<file path="src/rtl/dac_wave_select.sv">
module dac_wave_select #(
  parameter int SW         = 16,
  parameter int LANES      = 4,
  parameter int EN_BIT     = 0,
  parameter int TSRC_BIT   = 8,
  parameter int I_TEST_BIT = 1,
  parameter int I_ARB_BIT  = 28,
  parameter int I_HI_BIT   = 3,
  parameter int I_LO_BIT   = 2,
  parameter int Q_TEST_BIT = 5,
  parameter int Q_ARB_BIT  = 29,
  parameter int Q_HI_BIT   = 7,
  parameter int Q_LO_BIT   = 6,
  localparam int W = SW * LANES
) (
  input  logic         clk,
  input  logic         rst_n,
  input  logic [31:0]  ctrl,
  input  logic [W-1:0] sine_i,
  input  logic [W-1:0] ramp_i,
  input  logic [W-1:0] trgl_i,
  input  logic [W-1:0] pulse_i,
  input  logic [W-1:0] arb_i,
  input  logic [W-1:0] pat_i,
  input  logic [W-1:0] fsin_i,
  input  logic [W-1:0] sine_q,
  input  logic [W-1:0] ramp_q,
  input  logic [W-1:0] trgl_q,
  input  logic [W-1:0] pulse_q,
  input  logic [W-1:0] arb_q,
  input  logic [W-1:0] pat_q,
  input  logic [W-1:0] fsin_q,
  output logic [W-1:0] dac_i,
  output logic [W-1:0] dac_q
);

  function automatic logic [W-1:0] cascade(
    input logic t, a, h, l, fs,
    input logic [W-1:0] sine, ramp, trgl, pulse, arb, pat, fsin);
    logic [W-1:0] lo_pair, hi_pair, norm, with_arb, test;
    lo_pair  = l ? ramp  : sine;
    hi_pair  = l ? pulse : trgl;
    norm     = h ? hi_pair : lo_pair;
    with_arb = a ? arb : norm;
    test     = fs ? fsin : pat;
    return t ? test : with_arb;
  endfunction

  logic         en, fs;
  logic [W-1:0] nxt_i, nxt_q;

  assign en = ctrl[EN_BIT];
  assign fs = ctrl[TSRC_BIT];

  assign nxt_i = cascade(ctrl[I_TEST_BIT], ctrl[I_ARB_BIT], ctrl[I_HI_BIT], ctrl[I_LO_BIT], fs,
                         sine_i, ramp_i, trgl_i, pulse_i, arb_i, pat_i, fsin_i);
  assign nxt_q = cascade(ctrl[Q_TEST_BIT], ctrl[Q_ARB_BIT], ctrl[Q_HI_BIT], ctrl[Q_LO_BIT], fs,
                         sine_q, ramp_q, trgl_q, pulse_q, arb_q, pat_q, fsin_q);

  always_ff @(posedge clk or negedge rst_n) begin
    if (!rst_n) begin
      dac_i <= '0;
      dac_q <= '0;
    end else begin
      dac_i <= en ? nxt_i : '0;
      dac_q <= en ? nxt_q : '0;
    end
  end


  reset_zero_chk: assert property (@(posedge clk) !rst_n |=> (dac_i == '0 && dac_q == '0));


  enable_off_chk: assert property (@(posedge clk) disable iff (!rst_n)
    !ctrl[EN_BIT] |=> (dac_i == '0 && dac_q == '0));


  default_sine_chk: assert property (@(posedge clk) disable iff (!rst_n)
    (ctrl[EN_BIT] && !ctrl[I_TEST_BIT] && !ctrl[I_ARB_BIT] && !ctrl[I_HI_BIT] && !ctrl[I_LO_BIT])
    |=> dac_i == $past(sine_i));


  arb_over_code_chk: assert property (@(posedge clk) disable iff (!rst_n)
    (ctrl[EN_BIT] && !ctrl[I_TEST_BIT] && ctrl[I_ARB_BIT]) |=> dac_i == $past(arb_i));


  test_pattern_chk: assert property (@(posedge clk) disable iff (!rst_n)
    (ctrl[EN_BIT] && ctrl[I_TEST_BIT] && !ctrl[TSRC_BIT]) |=> dac_i == $past(pat_i));


  q_fixed_sine_chk: assert property (@(posedge clk) disable iff (!rst_n)
    (ctrl[EN_BIT] && ctrl[Q_TEST_BIT] && ctrl[TSRC_BIT]) |=> dac_q == $past(fsin_q));

endmodule

</file>
<file path="config.mk">
export PLATFORM = sky130hd
export DESIGN_NAME = dac_wave_select
export DESIGN_NICKNAME = d
export VERILOG_FILES = /design/src/rtl/dac_wave_select.sv
export SDC_FILE = /design/constraint.sdc
export NUM_CORES = 1
export LEC_CHECK = 0
export ABC_AREA = 1
export BUFFER_PORTS_ARGS = -buffer_cell sky130_fd_sc_hd__buf_2
export CAP_MARGIN = 10
export CORE_AREA = 2 2 415 417
export CTS_CLUSTER_SIZE = 40
export DETAILED_ROUTE_END_ITERATION = 16
export DIE_AREA = 0 0 417 419
export PLACE_DENSITY = 0.33
export SYNTH_ARGS = -nofsm -noshare
export SYNTH_HDL_FRONTEND = slang
export SYNTH_SLANG_ARGS = --single-unit
export TNS_END_PERCENT = 1
</file>
<file path="constraint.sdc">
create_clock -name clk -period 0.8 [get_ports clk]
set_input_delay 0.16 -clock clk [delete_from_list [all_inputs] [get_ports clk]]
set_output_delay 0.16 -clock clk [all_outputs]
set_load 0.02 [all_outputs]
</file>
==> results_dict.tcl <==
set metrics [dict create \
    outcome "finished, violations left" \
    violations "setup timing" \
    fin_crit_sh 1.691 \
    cp-start-kind "flip-flop" \
    synthesis.nets 3038 \
    synth_warnings 0 \
    grt_busiest_layer "met2" \
    grt-ovfl-total 0 \
    synth_edf_count 0 \
    avgViaCountPerCell 3.418 \
    synthTopCellsByArea "nand2_1, dfrtp_1, nand3_1" \
    htreeDepth 4 \
    hpwl_mm 93.55 \
    synth.avg_cell_area_um2 5.700 \
    cts_buffers 17 \
    max_slew_margin 0.6836 \
    cp_cell_sequence "buf_12, buf_8" \
    antenna_found_initial 58 \
    leakagePower_uw 0.01245 \
    via_count 19440 \
    critPathRequiredTime_ns 0.64 \
    clockBufferDepth 2 \
    setup_tns_ns -55.61 \
    cts_tree "built" \
    grt_use_met3 0.03320 \
    yosys_most_used_dff "dfrtp_1" \
    ys_types 14 \
    netlist.area_leader.share 0.2799 \
    syn_area_um2 12020 \
    hold_path_depth 5 \
    crit_fanout 1 \
    rows 152 \
    yosysTopAreaCell "nand2_1" \
    dieHeight_um 419 \
    min_period_ns 1.353 \
    yosysMostFrequentCell "nand2_1" \
    nets 4351 \
    hold-path-endpoint "dac_q[29]$_DFF_PN0_" \
    drt_iter0_drc 1053 \
    initial_utilization 0.07043 \
    cpPeakStageDelay_ns 0.40 \
    grtUsageTotal 0.1209 \
    fillers 19980 \
    rsz0062_at_grt "true" \
    hp-start "arb_q[29]" \
    synth_seq_area_share 0.2666 \
    crit_path_top_delay_cell "dfrtp_1" \
    met2_usage 0.2173 \
    ios 1058 \
    whs_ns 0.05075 \
    startpoint "dac_i[11]$_DFF_PN0_" \
    syn2layout_area_growth_pct 110.0 \
    clkTransAtPathRegs_ns 0.07 \
    fin_ws_ns -0.5525 \
    layout-drive-gt1-share 0.3930 \
    synthTopCellsByCount "nand2_1, nand3_1, nor2_1" \
    cts-root-buf "clkbuf_16" \
    path_buf_inv 2 \
    place_congestion 0.9080 \
    worstPathArrival_ns 1.19 \
    core_um2 170600 \
    clock-sinks 128 \
    slew_viol_final 0 \
    synth-seq-cells 128 \
    grt_first_pass_wirelength_mm 146.7 \
    fmax_mhz 739.4 \
    crit_type "reg2out" \
    netlist_instances 2108 \
    grt_max_degree 55 \
    cts_setup_buffers 0 \
    vdd_drop_max_uv 1597 \
    cellPowerDensity_nw_per_um2 1148 \
    critPathTopFamily "flip-flops" \
    drtAntennaViolNets 0 \
    wire_per_inst_um 19.44 \
    die_area_um2 174700 \
    port_buffers 1035 \
    tightest_slew_ns 0.4697 \
    grtUsageMet1 0.1319 \
    end_kind "primary output" \
    maxCapViolCount 0 \
    synthArstFlopShare 1.000 \
    hold_path_class "in2reg" \
    drt_wl_total_mm 110.6 \
    first_pass_iters 5 \
    drc 0 \
    grt_pass1_vias 19470 \
    setup_viol 187 \
    hold_viol_final 0 \
    die_w_um 417 \
]
-- area by class of cell --
class,count,area (µm²),area share
Multi-Input combinational cell,1792,8014,0.3175
Clock buffer,19,442.9,0.01755
Antenna cell,22,55.05,0.002181
Tap cell,2233,2794,0.1107
Inverter,8,86.33,0.003421
Clock inverter,12,207.7,0.008230
Timing Repair Buffer,1474,10430,0.4131
Sequential cell,128,3212,0.1273
-- worst max-delay path by stage --
| stage | end | cells after the start |
|---|---|---|
| floorplan | dac_i[10]$_DFF_PN0_ | 9 |
| CTS | dac_i[11] | 2 |
| global placement | dac_q[11]$_DFF_PN0_ | 8 |
| global route | dac_i[11] | 2 |
| detailed placement | dac_q[11]$_DFF_PN0_ | 8 |
| finish | dac_i[11] | 2 |
-- flip-flops by register name, summed over array words and instances, names as in the netlist --
name	count
dac_i	64
dac_q	64
-- layout by cell type (no fill, tap or decap), drive strengths merged, types with 4 or more instances in the layout --
master and count:
nor2 256, o21ai 128, buf 1260, clkinv 4, bufinv 5, a21oi 128, nand2 896, nand3 256
diode 22, o21a 128, dfrtp 128, dlygate4sd3 213, clkbuf 20, inv 8
-- per-stage QoR --
| step | area (µm²) | util | cells | setup slack (ns) | total power, µW |
|---|---|---|---|---|---|
| after floorplan | 12610 | - | 2108 | -0.05827 | 11990 |
| after global placement | 21530 | 0.1262 | 5422 | -0.8732 | 18180 |
| after detailed placement | 21530 | 0.1262 | 5422 | -0.8609 | 18120 |
| after CTS | 24920 | 0.1461 | 5666 | -0.6332 | 29620 |
| after global routing | 25220 | 0.1478 | 5681 | -0.6144 | 30840 |
| final | 25240 | 0.1479 | 5688 | -0.5525 | 28960 |
-- metal layers --
layer	routed length, µm	up-vias
met4	4309	50
li1	-	9476
met5	313	-
met3	6638	173
met1	42010	9008
met2	57310	733
-- where the power goes --
group / internal, µW / switching [µW] / total (µW)
clock: 5610 / 4030 / 9640
sequential: 6960 / 276 / 7240
combinational: 5710 / 6370 / 12100
total: 18300 / 10700 / 29000
-- timing repair --
item,4_1_cts,5_1_grt
gates resized for setup,189,76
pin swaps,0,4
gates cloned,0,0
endpoints found under the hold margin,247,0
hold buffers,213,0
setup endpoints to repair,214,233
-- cell families (layout without fill, tap and decap cells) --
kind of cell,after synthesis,after routing,share of synthesized area
AOI/OAI and AO/OA,384,384,0.1866
buffers and inverters,188,1513,0.08029
DFF,128,128,0.2666
other,0,22,0
and+or+nand+nor,1408,1408,0.4665
Power figures use the tool's default switching activity.
